$ cat src/rtl/tflag_alu_pkg.sv
package tflag_alu_pkg;

   localparam int OP_W = 4;

   typedef enum logic [OP_W-1:0] {
      OPC_ADD_CARRY  = 4'd0,
      OPC_SUB_BORROW = 4'd1,
      OPC_NEG_BORROW = 4'd2,
      OPC_ADD_OVF    = 4'd3,
      OPC_SUB_OVF    = 4'd4,
      OPC_DEC_TEST   = 4'd5,
      OPC_NEGATE     = 4'd6,
      OPC_INVERT     = 4'd7
   } alu_opc_e;

   // where the result word comes from
   typedef enum logic [1:0] {
      RSRC_SUM  = 2'd0,
      RSRC_INV  = 2'd1,
      RSRC_ZERO = 2'd2
   } res_src_e;

   // where the next flag comes from
   typedef enum logic [2:0] {
      TSRC_KEEP   = 3'd0,
      TSRC_CARRY  = 3'd1,
      TSRC_BORROW = 3'd2,
      TSRC_OVF    = 3'd3,
      TSRC_ZERO   = 3'd4
   } t_src_e;

   typedef struct packed {
      res_src_e res_src;
      t_src_e   t_src;
   } alu_ctl_t;

endpackage

$ cat src/rtl/tfa_op_steer.sv
// Forms the shared adder's operands and the result/flag selectors
// from the operation code. Subtractions become a + ~b + carry-in.
module tfa_op_steer
   import tflag_alu_pkg::*;
#(
   parameter int DATA_W = 32
) (
   input  logic [OP_W-1:0]   op,
   input  logic [DATA_W-1:0] rn,
   input  logic [DATA_W-1:0] rm,
   input  logic              t_in,
   output logic [DATA_W-1:0] add_a,
   output logic [DATA_W-1:0] add_b,
   output logic              add_cin,
   output alu_ctl_t          ctl
);

   localparam logic [DATA_W-1:0] ALL_ZERO = '0;
   localparam logic [DATA_W-1:0] ALL_ONE  = '1;

   always_comb begin
      add_a       = rn;
      add_b       = rm;
      add_cin     = 1'b0;
      ctl.res_src = RSRC_SUM;
      ctl.t_src   = TSRC_KEEP;
      case (alu_opc_e'(op))
         OPC_ADD_CARRY: begin
            add_cin   = t_in;
            ctl.t_src = TSRC_CARRY;
         end
         OPC_SUB_BORROW: begin
            add_b     = ~rm;
            add_cin   = ~t_in;
            ctl.t_src = TSRC_BORROW;
         end
         OPC_NEG_BORROW: begin
            add_a     = ALL_ZERO;
            add_b     = ~rm;
            add_cin   = ~t_in;
            ctl.t_src = TSRC_BORROW;
         end
         OPC_ADD_OVF: begin
            ctl.t_src = TSRC_OVF;
         end
         OPC_SUB_OVF: begin
            add_b     = ~rm;
            add_cin   = 1'b1;
            ctl.t_src = TSRC_OVF;
         end
         OPC_DEC_TEST: begin
            add_b     = ALL_ONE;
            ctl.t_src = TSRC_ZERO;
         end
         OPC_NEGATE: begin
            add_a   = ALL_ZERO;
            add_b   = ~rm;
            add_cin = 1'b1;
         end
         OPC_INVERT: begin
            ctl.res_src = RSRC_INV;
         end
         default: begin
            ctl.res_src = RSRC_ZERO;
         end
      endcase
   end

endmodule

$ cat src/rtl/tfa_adder.sv
// One carry-propagate adder shared by every arithmetic operation.
module tfa_adder #(
   parameter int DATA_W = 32
) (
   input  logic [DATA_W-1:0] a,
   input  logic [DATA_W-1:0] b,
   input  logic              cin,
   output logic [DATA_W-1:0] sum,
   output logic              cout
);

   localparam int EXT_W = DATA_W + 1;

   logic [EXT_W-1:0] wide;

   always_comb begin
      wide = {1'b0, a} + {1'b0, b} + {{DATA_W{1'b0}}, cin};
      sum  = wide[DATA_W-1:0];
      cout = wide[DATA_W];
   end

endmodule

$ cat src/rtl/tfa_flag_gen.sv
// Picks the result word and the next flag. OVF_STYLE selects the
// overflow circuit: 0 compares operand and sum signs, 1 compares the
// carries into and out of the sign bit.
module tfa_flag_gen
   import tflag_alu_pkg::*;
#(
   parameter int DATA_W    = 32,
   parameter int OVF_STYLE = 0
) (
   input  alu_ctl_t          ctl,
   input  logic [DATA_W-1:0] add_a,
   input  logic [DATA_W-1:0] add_b,
   input  logic [DATA_W-1:0] sum,
   input  logic              cout,
   input  logic [DATA_W-1:0] rm,
   input  logic              t_in,
   output logic [DATA_W-1:0] res_next,
   output logic              t_next
);

   localparam int MSB = DATA_W - 1;

   logic ovf;

   generate
      if (OVF_STYLE == 0) begin : g_sign_cmp
         assign ovf = (add_a[MSB] == add_b[MSB]) && (sum[MSB] != add_a[MSB]);
      end else begin : g_carry_cmp
         logic carry_into_msb;
         assign carry_into_msb = sum[MSB] ^ add_a[MSB] ^ add_b[MSB];
         assign ovf            = carry_into_msb ^ cout;
      end
   endgenerate

   always_comb begin
      case (ctl.res_src)
         RSRC_SUM: res_next = sum;
         RSRC_INV: res_next = ~rm;
         default:  res_next = '0;
      endcase
      case (ctl.t_src)
         TSRC_CARRY:  t_next = cout;
         TSRC_BORROW: t_next = ~cout;
         TSRC_OVF:    t_next = ovf;
         TSRC_ZERO:   t_next = (sum == '0);
         default:     t_next = t_in;
      endcase
   end

endmodule

$ cat src/rtl/tfa_out_reg.sv
// Output stage: one cycle of latency, outputs held on idle cycles.
module tfa_out_reg #(
   parameter int DATA_W = 32
) (
   input  logic              clk,
   input  logic              rst_n,
   input  logic              in_valid,
   input  logic [DATA_W-1:0] res_next,
   input  logic              t_next,
   output logic              out_valid,
   output logic [DATA_W-1:0] result,
   output logic              t_out
);

   always_ff @(posedge clk or negedge rst_n) begin
      if (!rst_n) begin
         out_valid <= 1'b0;
         result    <= '0;
         t_out     <= 1'b0;
      end else begin
         out_valid <= in_valid;
         if (in_valid) begin
            result <= res_next;
            t_out  <= t_next;
         end
      end
   end

endmodule

$ cat src/rtl/tflag_alu.sv
module tflag_alu
   import tflag_alu_pkg::*;
#(
   parameter int DATA_W    = 32,
   parameter int OVF_STYLE = 0
) (
   input  logic              clk,
   input  logic              rst_n,
   input  logic              in_valid,
   input  logic [OP_W-1:0]   op,
   input  logic [DATA_W-1:0] rn,
   input  logic [DATA_W-1:0] rm,
   input  logic              t_in,
   output logic              out_valid,
   output logic [DATA_W-1:0] result,
   output logic              t_out
);

   generate
      if (DATA_W < 2) begin : g_bad_width
         $error("tflag_alu: DATA_W must be at least 2");
      end
      if (OVF_STYLE != 0 && OVF_STYLE != 1) begin : g_bad_style
         $error("tflag_alu: OVF_STYLE must be 0 or 1");
      end
   endgenerate

   logic [DATA_W-1:0] add_a;
   logic [DATA_W-1:0] add_b;
   logic              add_cin;
   alu_ctl_t          ctl;
   logic [DATA_W-1:0] sum;
   logic              cout;
   logic [DATA_W-1:0] res_next;
   logic              t_next;

   tfa_op_steer #(.DATA_W(DATA_W)) u_steer (
      .op      (op),
      .rn      (rn),
      .rm      (rm),
      .t_in    (t_in),
      .add_a   (add_a),
      .add_b   (add_b),
      .add_cin (add_cin),
      .ctl     (ctl)
   );

   tfa_adder #(.DATA_W(DATA_W)) u_adder (
      .a    (add_a),
      .b    (add_b),
      .cin  (add_cin),
      .sum  (sum),
      .cout (cout)
   );

   tfa_flag_gen #(.DATA_W(DATA_W), .OVF_STYLE(OVF_STYLE)) u_flags (
      .ctl      (ctl),
      .add_a    (add_a),
      .add_b    (add_b),
      .sum      (sum),
      .cout     (cout),
      .rm       (rm),
      .t_in     (t_in),
      .res_next (res_next),
      .t_next   (t_next)
   );

   tfa_out_reg #(.DATA_W(DATA_W)) u_oreg (
      .clk       (clk),
      .rst_n     (rst_n),
      .in_valid  (in_valid),
      .res_next  (res_next),
      .t_next    (t_next),
      .out_valid (out_valid),
      .result    (result),
      .t_out     (t_out)
   );

endmodule

$ cat config.mk
export PLATFORM = sky130hd
export DESIGN_NAME = tflag_alu
export DESIGN_NICKNAME = d
export VERILOG_FILES = /design/src/rtl/tflag_alu_pkg.sv /design/src/rtl/tfa_op_steer.sv /design/src/rtl/tfa_adder.sv /design/src/rtl/tfa_flag_gen.sv /design/src/rtl/tfa_out_reg.sv /design/src/rtl/tflag_alu.sv
export SDC_FILE = /design/constraint.sdc
export NUM_CORES = 1
export LEC_CHECK = 0
export ABC_AREA = 1
export BUFFER_PORTS_ARGS = -buffer_cell sky130_fd_sc_hd__buf_2
export CAP_MARGIN = 20
export CORE_MARGIN = 2
export CORE_UTILIZATION = 50
export CTS_BUF_LIST = sky130_fd_sc_hd__clkbuf_4 sky130_fd_sc_hd__clkbuf_8
export DETAILED_ROUTE_END_ITERATION = 8
export PLACE_DENSITY = 0.74
export SLEW_MARGIN = 5
export SYNTH_ARGS = -nofsm -noshare
export SYNTH_HDL_FRONTEND = slang
export SYNTH_SLANG_ARGS = --single-unit
$ cat constraint.sdc
create_clock -name clk -period 0.8 [get_ports clk]
set_input_delay 0.12 -clock clk [delete_from_list [all_inputs] [get_ports clk]]
set_output_delay 0.12 -clock clk [all_outputs]
set_load 0.1 [all_outputs]
==> metrics.md, run 1 <==
| Metric | Value |
|---|---|
| End pin of the worst setup path after global-route repair | `u_oreg.t_out$_DFFE_PN0P_/D` |
| Detailed placement HPWL | `14.5 mm` |
| Die Span Y | `106 um` |
| Number of buffers created by CTS | `5` |
| Area leader, netlist | `nand2_1` |
| Stage where the flow stopped | `global routing (5_1_grt)` |
| Warnings from Yosys | `0` |
| Number of buffers on the longest clock path | `2` |
| Flop and latch count out of synthesis | `34` |
| Proportion of synthesized flip-flops having asynchronous set or reset | `1.00` |
| Post-synthesis area per instance | `about 5.4 um^2` |
| I/O Buffers | `between 100 and 150` |
| IO Count | `106` |
| Number of clock sinks seen by CTS | `34` |
| Top FF cell, synth | `dfrtp_1` |
| Root buffer selected by CTS | `clkbuf_8` |
| Placed inst area | `~7600 um^2` |
| Overflow left after global routing | `87` |
| Std-Cell Rows | `37` |
| Count of different cell masters after synthesis | `36` |
| Share of synthesized area occupied by flip-flops and latches | `0.164` |
| Largest cells by area after synthesis | `nand2_1, dfrtp_1, inv_1` |
| Worst endpoint type | `sequential cell input` |
| DIE WIDTH | `approximately 110 um` |
| Outcome | `did not finish` |
| Pin count of the biggest net entering global routing | `35` |
| GRT Resource Usage Total | `0.751` |
| Cells after synthesis | `a little under 1000` |
| CTS HTree Levels | `2` |
| Routability cong. | `about 1` |
| Mapped Nets | `1073` |
| Log Error | `[ERROR GRT-0232] Routing congestion too high. Check the congestion heatmap in the GUI.` |
| Cell Area, Synth | `roughly 5200 um^2` |
| Effective utilization at floorplan | `0.509` |
| Count of flip-flops with a built-in enable after synthesis | `0` |
| Top cell type's share of synthesized area | `0.284` |
-- layer usage --
layer | GRT overflow | track usage
met5 | 0 | 0.0190
met4 | 29 | 0.819
met3 | 0 | 0.498
met1 | 0 | 0.763
met2 | 58 | 0.963
-- synth_stat cells (3+ instances only) --
library cell	count
dfrtp_1	34
buf_1	3
nand4_1	9
nand3b_1	3
or2_2	31
nand2_2	20
nor2_4	4
nor3_1	4
nand2_1	392
clkbuf_1	20
nor2_2	9
xor2_1	3
o21ai_0	26
inv_2	11
ha_1	31
clkinv_1	4
o22ai_1	12
nand3_2	6
nand3_1	65
a21oi_1	13
a21oi_2	3
nor2_1	88
inv_1	159
xnor2_1	5
-- per-stage QoR --
step / setup WS, ns / TNS [ns] / std cells / util
floorplan: -2.02 / -51.93 / 968 / -
global placement: -2.33 / -67.20 / 1323 / 0.745
detailed placement: -2.36 / -68.47 / 1323 / 0.745
CTS: -1.95 / -61.13 / 1356 / 0.875
-- logic make-up after synthesis --
family          count (synthesis)  synth area share
flops                          34             0.164
compound gates                 58            0.0630
xor+xnor                        9            0.0166
fa+ha+maj                      33            0.0825
simple gates                  637             0.531
buf+inv                       197             0.143
-- repair_timing --
item                                    in CTS
gates resized for setup                    236
pin swaps                                   45
gates cloned                                 2
endpoints found under the setup margin      67
setup buffers                               24
endpoints found under the hold margin       34
hold buffers                                 1
==> run 2: changes to the inputs <==
--- a/config.mk
+++ b/config.mk
@@ -9,10 +9,9 @@
 export BUFFER_PORTS_ARGS = -buffer_cell sky130_fd_sc_hd__buf_2
 export CAP_MARGIN = 20
 export CORE_MARGIN = 2
-export CORE_UTILIZATION = 50
-export CTS_BUF_LIST = sky130_fd_sc_hd__clkbuf_4 sky130_fd_sc_hd__clkbuf_8
+export CORE_UTILIZATION = 35
 export DETAILED_ROUTE_END_ITERATION = 8
-export PLACE_DENSITY = 0.74
+export PLACE_DENSITY_LB_ADDON = 0.15
 export SLEW_MARGIN = 5
 export SYNTH_ARGS = -nofsm -noshare
 export SYNTH_HDL_FRONTEND = slang
==> run 2 against run 1 <==
  * The flow now finishes, with violations (setup timing)
  * Synthesized cell count did not move
  * Area after synthesis did not move
==> metrics.md, run 2 <==
| Metric | Value |
|---|---|
| Maximum achievable frequency | `roughly 360 MHz` |
| Post-synthesis area per instance | `5.36 um^2` |
| NumNets Final | `between 1000 and 1500` |
| Largest stage delay on the critical path | `0.38 ns` |
| Mapped Nets | `between 1000 and 1500` |
| Std-Cell Rows | `44` |
| Power density relative to cell area | `about 1800 nW/um^2` |
| GRT Resource Usage Total | `0.239` |
| Effective utilization at floorplan | `0.357` |
| Warnings from Yosys | `0` |
| Commonest non-fill, non-tap cell in the layout | `nand2_1` |
| Met2 track demand over resource | `0.390` |
| Leading cell types in the layout, fill and taps excluded | `nand2_1, buf_4, inv_1, nand2_2, nor2_1` |
| Most common cell in the synthesized netlist | `nand2_1` |
| Required time worst endpoint | `approximately 1.0 ns` |
| Area leader, netlist | `nand2_1` |
| Design internal power | `just under 9 mW` |
| Wire length of the first global-routing pass | `just over 30 mm` |
| Cell mode on critical path | `nand2_1` |
| Outcome | `finished, violations left` |
| Type of the tightest min-delay check | `input pin to flop` |
| Maximum resistive drop on vdd | `0.000852 V` |
| Overflow left after global routing | `0` |
| Antenna-violating nets left | `0` |
| Share of synthesized area occupied by flip-flops and latches | `0.164` |
| Startpoint-to-endpoint class of the critical path | `input pin to flop` |
| Clock tree skew after final layout | `0 ns` |
| Final period util | `3.51` |
| Biggest regs | `u_oreg.result: 32 flops, u_oreg.out_valid: 1 flops, u_oreg.t_out: 1 flops` |
| Arrival time at the worst endpoint | `between 3 and 4 ns` |
| Total of max-cap violations | `0` |
| Total die area | `about 16000 um^2` |
| Violations in the final reports | `setup timing` |
| Max transition margin | `0.795` |
| Number of buffers created by CTS | `5` |
| Worst-case setup margin in the final layout | `-2.00 ns` |
| Met3 Use GR | `0.0174` |
| Top FF cell, synth | `dfrtp_1` |
| Setup crit start kind | `input pin` |
| Area of the core | `14500 um^2` |
| Top cell type's share of synthesized area | `0.284` |
| Number of antenna violations at the first check in global routing | `0` |
| Area delta synth->final | `79.1%` |
| Worst-path maximum fanout | `4` |
| Buffer and inverter count on the worst path | `7` |
| Layer with the highest usage after global routing | `met2` |
| Final count of hold timing violations | `0` |
| Critical-path top delay cell | `fa_2` |
| Cell Area, Synth | `between 5000 and 6000 um^2` |
| Largest cells by area after synthesis | `nand2_1, dfrtp_1, inv_1` |
| Actual slew at the worst max-slew pin | `0.307 ns` |
| LEAKAGE | `5.07 nW` |
| Post-Place Setup Slack | `-2.41 ns` |
| Min Clock Period, post-route | `2.80 ns` |
| RSZ-0062 raised after global routing | `yes` |
| Fill cell total of the finished layout | `1330` |
| Number of clock sinks seen by CTS | `34` |
| Drt via density | `around 4.7` |
| Net Sw Power | `8.22 mW` |
| Detailed placement HPWL | `15.2 mm` |
| Wire length per cell | `about 14 um` |
| Capturing element type of the critical path | `flop` |
| Cell types with the highest counts after synthesis | `nand2_1, inv_1, nor2_1` |
| Share of final-layout standard cells stronger than drive strength 1 | `0.497` |
| DIE WIDTH | `about 130 um` |
| CTS clock-pin slew for the worst setup and hold paths | `0.05 ns` |
| Clock tree from TritonCTS | `yes` |
| Power after layout | `between 15 and 20 mW` |
| Drt first-iter violations | `~420` |
| Flop and latch count out of synthesis | `34` |
| Source-to-sink clock delay at the later pin of the worst-skew pair | `around 0.27 ns` |
| Pin count of the biggest net entering global routing | `35` |
| Count of flip-flops with a built-in enable after synthesis | `0` |
| I/O Buffers | `between 100 and 150` |
| Endpoints failing setup | `67` |
| Power share of the clock group | `0.110` |
| Delay-heaviest family, CP | `simple AND/OR/NAND/NOR gates` |
| Max FFs per register | `32` |
| Die Span Y | `126 um` |
| Routed Wire Length | `~20 mm` |
| Combinational cell fraction of total power | `0.745` |
| Cells after synthesis | `approximately 970` |
| Proportion of synthesized flip-flops having asynchronous set or reset | `1.00` |
| Root buffer selected by CTS | `clkbuf_16` |
| Via count of the first global-routing pass | `between 6000 and 7000` |
| Sequential group share of total power | `0.145` |
| Routability cong. | `~1.0` |
| Count of different cell masters after synthesis | `36` |
| Antenna cell count | `0` |
| Switching share of power | `0.480` |
| Max Transition Viols Final | `0` |
| CTS HTree Levels | `2` |
| Count of vias placed by the detailed router | `6722` |
| Number of buffers on the longest clock path | `2` |
| IO Count | `approximately 110` |
| Remaining DRCs | `0` |
| Pre-antenna DRT Iters | `5` |
| Register name with the most flops | `u_oreg.result` |
| Global-route met1 utilization | `0.338` |
[run 2: cell counts after synthesis]
No cell type changed its count.
[run 2: routing by layer]
metal / wire, um / vias to the layer above
met1: 9280 / 3029
met2: 8800 / 180
met3: 934 / 31
met5: 0 / -
met4: 429 / 0
li1: - / 3482
[run 2: final timing paths]
path	startpoint	endpoint	slack, ns	cells after the start
worst max-delay path	op[3]	u_oreg.t_out	-2.00	26
worst min-delay path	rm[17]	u_oreg.result[17]	0.16	4
worst max register to register	u_oreg.result[14]	u_oreg.result[14]	0.03	3
worst min register to register	u_oreg.result[10]	u_oreg.result[10]	0.52	2
max in group asynchronous	rst_n	u_oreg.result[30]	0.27	3
min in group asynchronous	rst_n	u_oreg.result[8]	0.33	3
[run 2: tightest hold or removal path: stages]
cell	delay [ns]
buf_2	0.12
o21ai_2	0.06
nand2_1	0.05
nand2_1	0.04
[run 2: power groups by stage]
stage               clock, mW  combinational, mW  sequential (mW)
floorplan                   0               3.79             4.72
global placement            0               10.5             2.50
detailed placement          0               10.6             2.51
CTS                      1.91               12.0             2.48
global route             1.97               13.6             2.52
finish                   1.88               12.8             2.47
[run 2: per-stage QoR]
step / cell area (um^2) / TNS [ns] / utilization / std cells / hold WS, ns
4_1_cts: 8890 / -60.16 / 0.612 / 1416 / 0.152
3_5_place_dp: 7770 / -70.26 / 0.535 / 1391 / 0.0922
3_3_place_gp: 7770 / -69.40 / 0.535 / 1391 / 0.0941
2_1_floorplan: 5370 / -51.93 / - / 968 / -0.176
6_report: 9290 / -62.52 / 0.639 / 1429 / 0.161
5_1_grt: 9290 / -68.30 / 0.639 / 1429 / 0.174
[run 2: cell type report]
type | instances | area, um^2 | area share
Timing Repair Buffer | 292 | 2590 | 0.279
Sequential cell | 34 | 892 | 0.0960
Multi-Input combinational cell | 737 | 4770 | 0.514
Tap cell | 184 | 230 | 0.0248
Clock buffer | 7 | 143 | 0.0153
Clock inverter | 1 | 5.00 | 0.000539
Inverter | 174 | 658 | 0.0708
[run 2: kinds of logic (layout without fill, tap and decap cells)]
| family | after synthesis | in the layout | synth area share |
|---|---|---|---|
| xor+xnor | 9 | 9 | 0.0166 |
| buf+inv | 197 | 474 | 0.143 |
| simple gates | 637 | 637 | 0.531 |
| fa+ha+maj | 33 | 33 | 0.0825 |
| compound gates | 58 | 58 | 0.0630 |
| flops | 34 | 34 | 0.164 |
[run 2: what timing repair did]
| action | CTS | global route |
|---|---|---|
| hold buffers | 1 | 0 |
| pin swaps | 53 | 20 |
| cloned | 1 | 0 |
| endpoints found under the setup margin | 67 | 67 |
| buffers inserted | 16 | 13 |
| endpoints found under the hold margin | 34 | 0 |
| resized for setup | 167 | 80 |
(Power assumes the default switching activity.)
==> run 3: changes to the inputs <==
--- a/config.mk
+++ b/config.mk
@@ -12,6 +12,7 @@
 export CORE_UTILIZATION = 35
 export DETAILED_ROUTE_END_ITERATION = 8
 export PLACE_DENSITY_LB_ADDON = 0.15
+export RECOVER_POWER = 25
 export SLEW_MARGIN = 5
 export SYNTH_ARGS = -nofsm -noshare
 export SYNTH_HDL_FRONTEND = slang
==> run 3 against run 2 <==
  * Clock skew stayed put
  * The flow still finishes with violations (setup timing)
  * Maximum frequency is 0.12% higher
  * Clock power hardly changed
  * Total power hardly changed
  * Flip-flop and latch count stayed put
  * Sequential share of layout area hardly changed
  * Via count hardly changed
  * Combinational power hardly changed
  * Non-clock buffer count stayed put
==> metrics.md, run 3 (synthesized netlist as in run 2, its figures left out) <==
| Metric | Value |
|---|---|
| CTS clock-pin slew for the worst setup and hold paths | `around 0.050 ns` |
| Hold Slack | `between 0.15 and 0.2 ns` |
| Effective utilization at floorplan | `0.357` |
| Critical R2R Launch | `u_oreg.result[14]` |
| Maximum achievable frequency | `roughly 360 MHz` |
| Wire length of the first global-routing pass | `slightly above 30 mm` |
| Power density relative to cell area | `around 1800 nW/um^2` |
| Max transition margin | `0.602` |
| Min Clock Period, post-route | `2.80 ns` |
| NumNets Final | `1349` |
| Layer with the highest usage after global routing | `met2` |
| Count of placed standard cells including taps | `approximately 1400` |
| Maximum resistive drop on vdd | `roughly 0.00085 V` |
| Met3 Use GR | `0.0174` |
| Leading cell types in the layout, fill and taps excluded | `nand2_1, buf_4, inv_1, nand2_2, nor2_1` |
| Number of buffers created by CTS | `5` |
| Std-Cell Rows | `44` |
| Post-Place Setup Slack | `-2.41 ns` |
| Detailed placement HPWL | `approximately 15 mm` |
| Endpoint of the worst hold path | `u_oreg.result[17]` |
| Number of antenna violations at the first check in global routing | `0` |
| Via count of the first global-routing pass | `approximately 6500` |
| Cell depth of the worst hold path | `4` |
| Final count of hold timing violations | `0` |
| Power after layout | `17.1 mW` |
| DIE WIDTH | `~130 um` |
| RSZ-0062 raised after global routing | `yes` |
| Pre-antenna DRT Iters | `5` |
| Area delta synth->final | `78.9%` |
| Number of buffers on the longest clock path | `2` |
| Routability cong. | `1.01` |
| Antenna cell count | `0` |
| Startpoint-to-endpoint class of the critical path | `input pin to flop` |
| Drt via density | `~4.7` |
| Post-route design area | `around 9300 um^2` |
| Worst-case setup margin in the final layout | `-2.00 ns` |
| Worst-path maximum fanout | `4` |
| Violations in the final reports | `setup timing` |
| Biggest regs | `u_oreg.result: 32 flops, u_oreg.out_valid: 1 flops, u_oreg.t_out: 1 flops` |
| LEAKAGE | `around 5 nW` |
| Required time worst endpoint | `1.02 ns` |
| Launch instance of the worst min-delay path | `rm[17]` |
| I/O Buffers | `approximately 110` |
| Clock tree skew after final layout | `0 ns` |
| IO Count | `~110` |
| Area of the core | `14500 um^2` |
| Total of max-cap violations | `0` |
| Placed inst area | `a little under 8000 um^2` |
| Post-layout utilization of the core | `0.639` |
| Antenna-violating nets left | `0` |
| Global-route met1 utilization | `0.338` |
| Arrival time at the worst endpoint | `between 3 and 4 ns` |
| Routed Wire Length | `19.4 mm` |
| Finished Layout Cells | `1429` |
| Max FFs per register | `32` |
| Register name with the most flops | `u_oreg.result` |
| Die Span Y | `roughly 130 um` |
| Logic depth of the worst register-to-register path | `3` |
| Setup crit start kind | `input pin` |
| Number of clock sinks seen by CTS | `34` |
| Commonest non-fill, non-tap cell in the layout | `nand2_1` |
| Root buffer selected by CTS | `clkbuf_16` |
| Endpoint of the lowest-slack register-to-register path | `u_oreg.result[14]` |
| Capturing element type of the critical path | `flop` |
| Endpoints failing setup | `67` |
| Met2 track demand over resource | `0.390` |
| Source-to-sink clock delay at the later pin of the worst-skew pair | `0.27 ns` |
| GRT Resource Usage Total | `0.239` |
| Remaining DRCs | `0` |
| Wire length per cell | `between 10 and 15 um` |
| Pin count of the biggest net entering global routing | `35` |
| Summed negative setup slack over all endpoints | `-63.04 ns` |
| Overflow left after global routing | `0` |
| Outcome | `finished, violations left` |
| Total die area | `around 16000 um^2` |
| Clock tree from TritonCTS | `yes` |
| Setup slack, reg-to-reg | `around 0.020 ns` |
| Drt first-iter violations | `415` |
| Final period util | `3.50` |
| Share of final-layout standard cells stronger than drive strength 1 | `0.496` |
| Max Transition Viols Final | `0` |
| Type of the tightest min-delay check | `input pin to flop` |
| Actual slew at the worst max-slew pin | `0.597 ns` |
| Count of vias placed by the detailed router | `between 6000 and 7000` |
| CTS HTree Levels | `2` |
==> run 3: cell types whose count changed in the layout (fill, tap and decap cells not counted), sizes merged <==
cell,delta
buf,-2
clkbuf,+2
==> run 3: layout make-up <==
class / count / area (um^2)
fill: 1333 / 5250
multi-input combinational: 737 / 4770
timing repair buffer: 292 / 2580
sequential: 34 / 892
inverter: 174 / 658
tap: 184 / 230
clock buffer: 7 / 143
clock inverter: 1 / 5.00
==> run 3: worst max-delay path, stage by stage <==
cell      delay, ns
buf_8          0.10
nor2_4         0.10
inv_2          0.04
nor3_2         0.09
inv_1          0.08
nand2_2        0.09
clkinv_4       0.08
buf_6          0.13
or2_4          0.22
nand3_2        0.07
fa_2           0.23
inv_2          0.05
fa_2           0.38
buf_4          0.15
xnor2_2        0.13
nor3_1         0.13
nand2_1        0.08
nor2_1         0.10
nand2_1        0.06
nor2_1         0.10
nand3_1        0.11
nor2_2         0.12
nand3_2        0.07
nand4_1        0.07
nand2_1        0.05
nand2_1        0.05
==> run 3: metal layers <==
layer,up-vias,share of wire
met1,3025,0.47
met4,0,0.022
met5,-,0
li1,3484,-
met3,31,0.052
met2,188,0.45
==> run 3: how the worst max path moves through the flow <==
stage / cells after the start / endpoint / slack, ns / start
2_1_floorplan: 29 / u_oreg.t_out / -2.02 / op[2]
3_3_place_gp: 23 / u_oreg.result[28] / -2.36 / op[2]
3_5_place_dp: 28 / u_oreg.t_out / -2.41 / op[2]
4_1_cts: 30 / u_oreg.t_out / -1.93 / op[3]
5_1_grt: 26 / u_oreg.t_out / -2.28 / op[3]
6_report: 26 / u_oreg.t_out / -2.00 / op[3]
==> run 3: where the power goes <==
group | switching, mW | internal [mW]
clock network | 0.649 | 1.23
registers | 0.358 | 2.11
logic | 7.20 | 5.54
==> run 3: repair_timing <==
item,in CTS,in global routing
gates resized for setup,167,80
setup endpoints to repair,67,67
cloned,1,0
pin swaps,53,20
hold buffers,1,0
buffers inserted,16,13
hold endpoints to repair,34,0
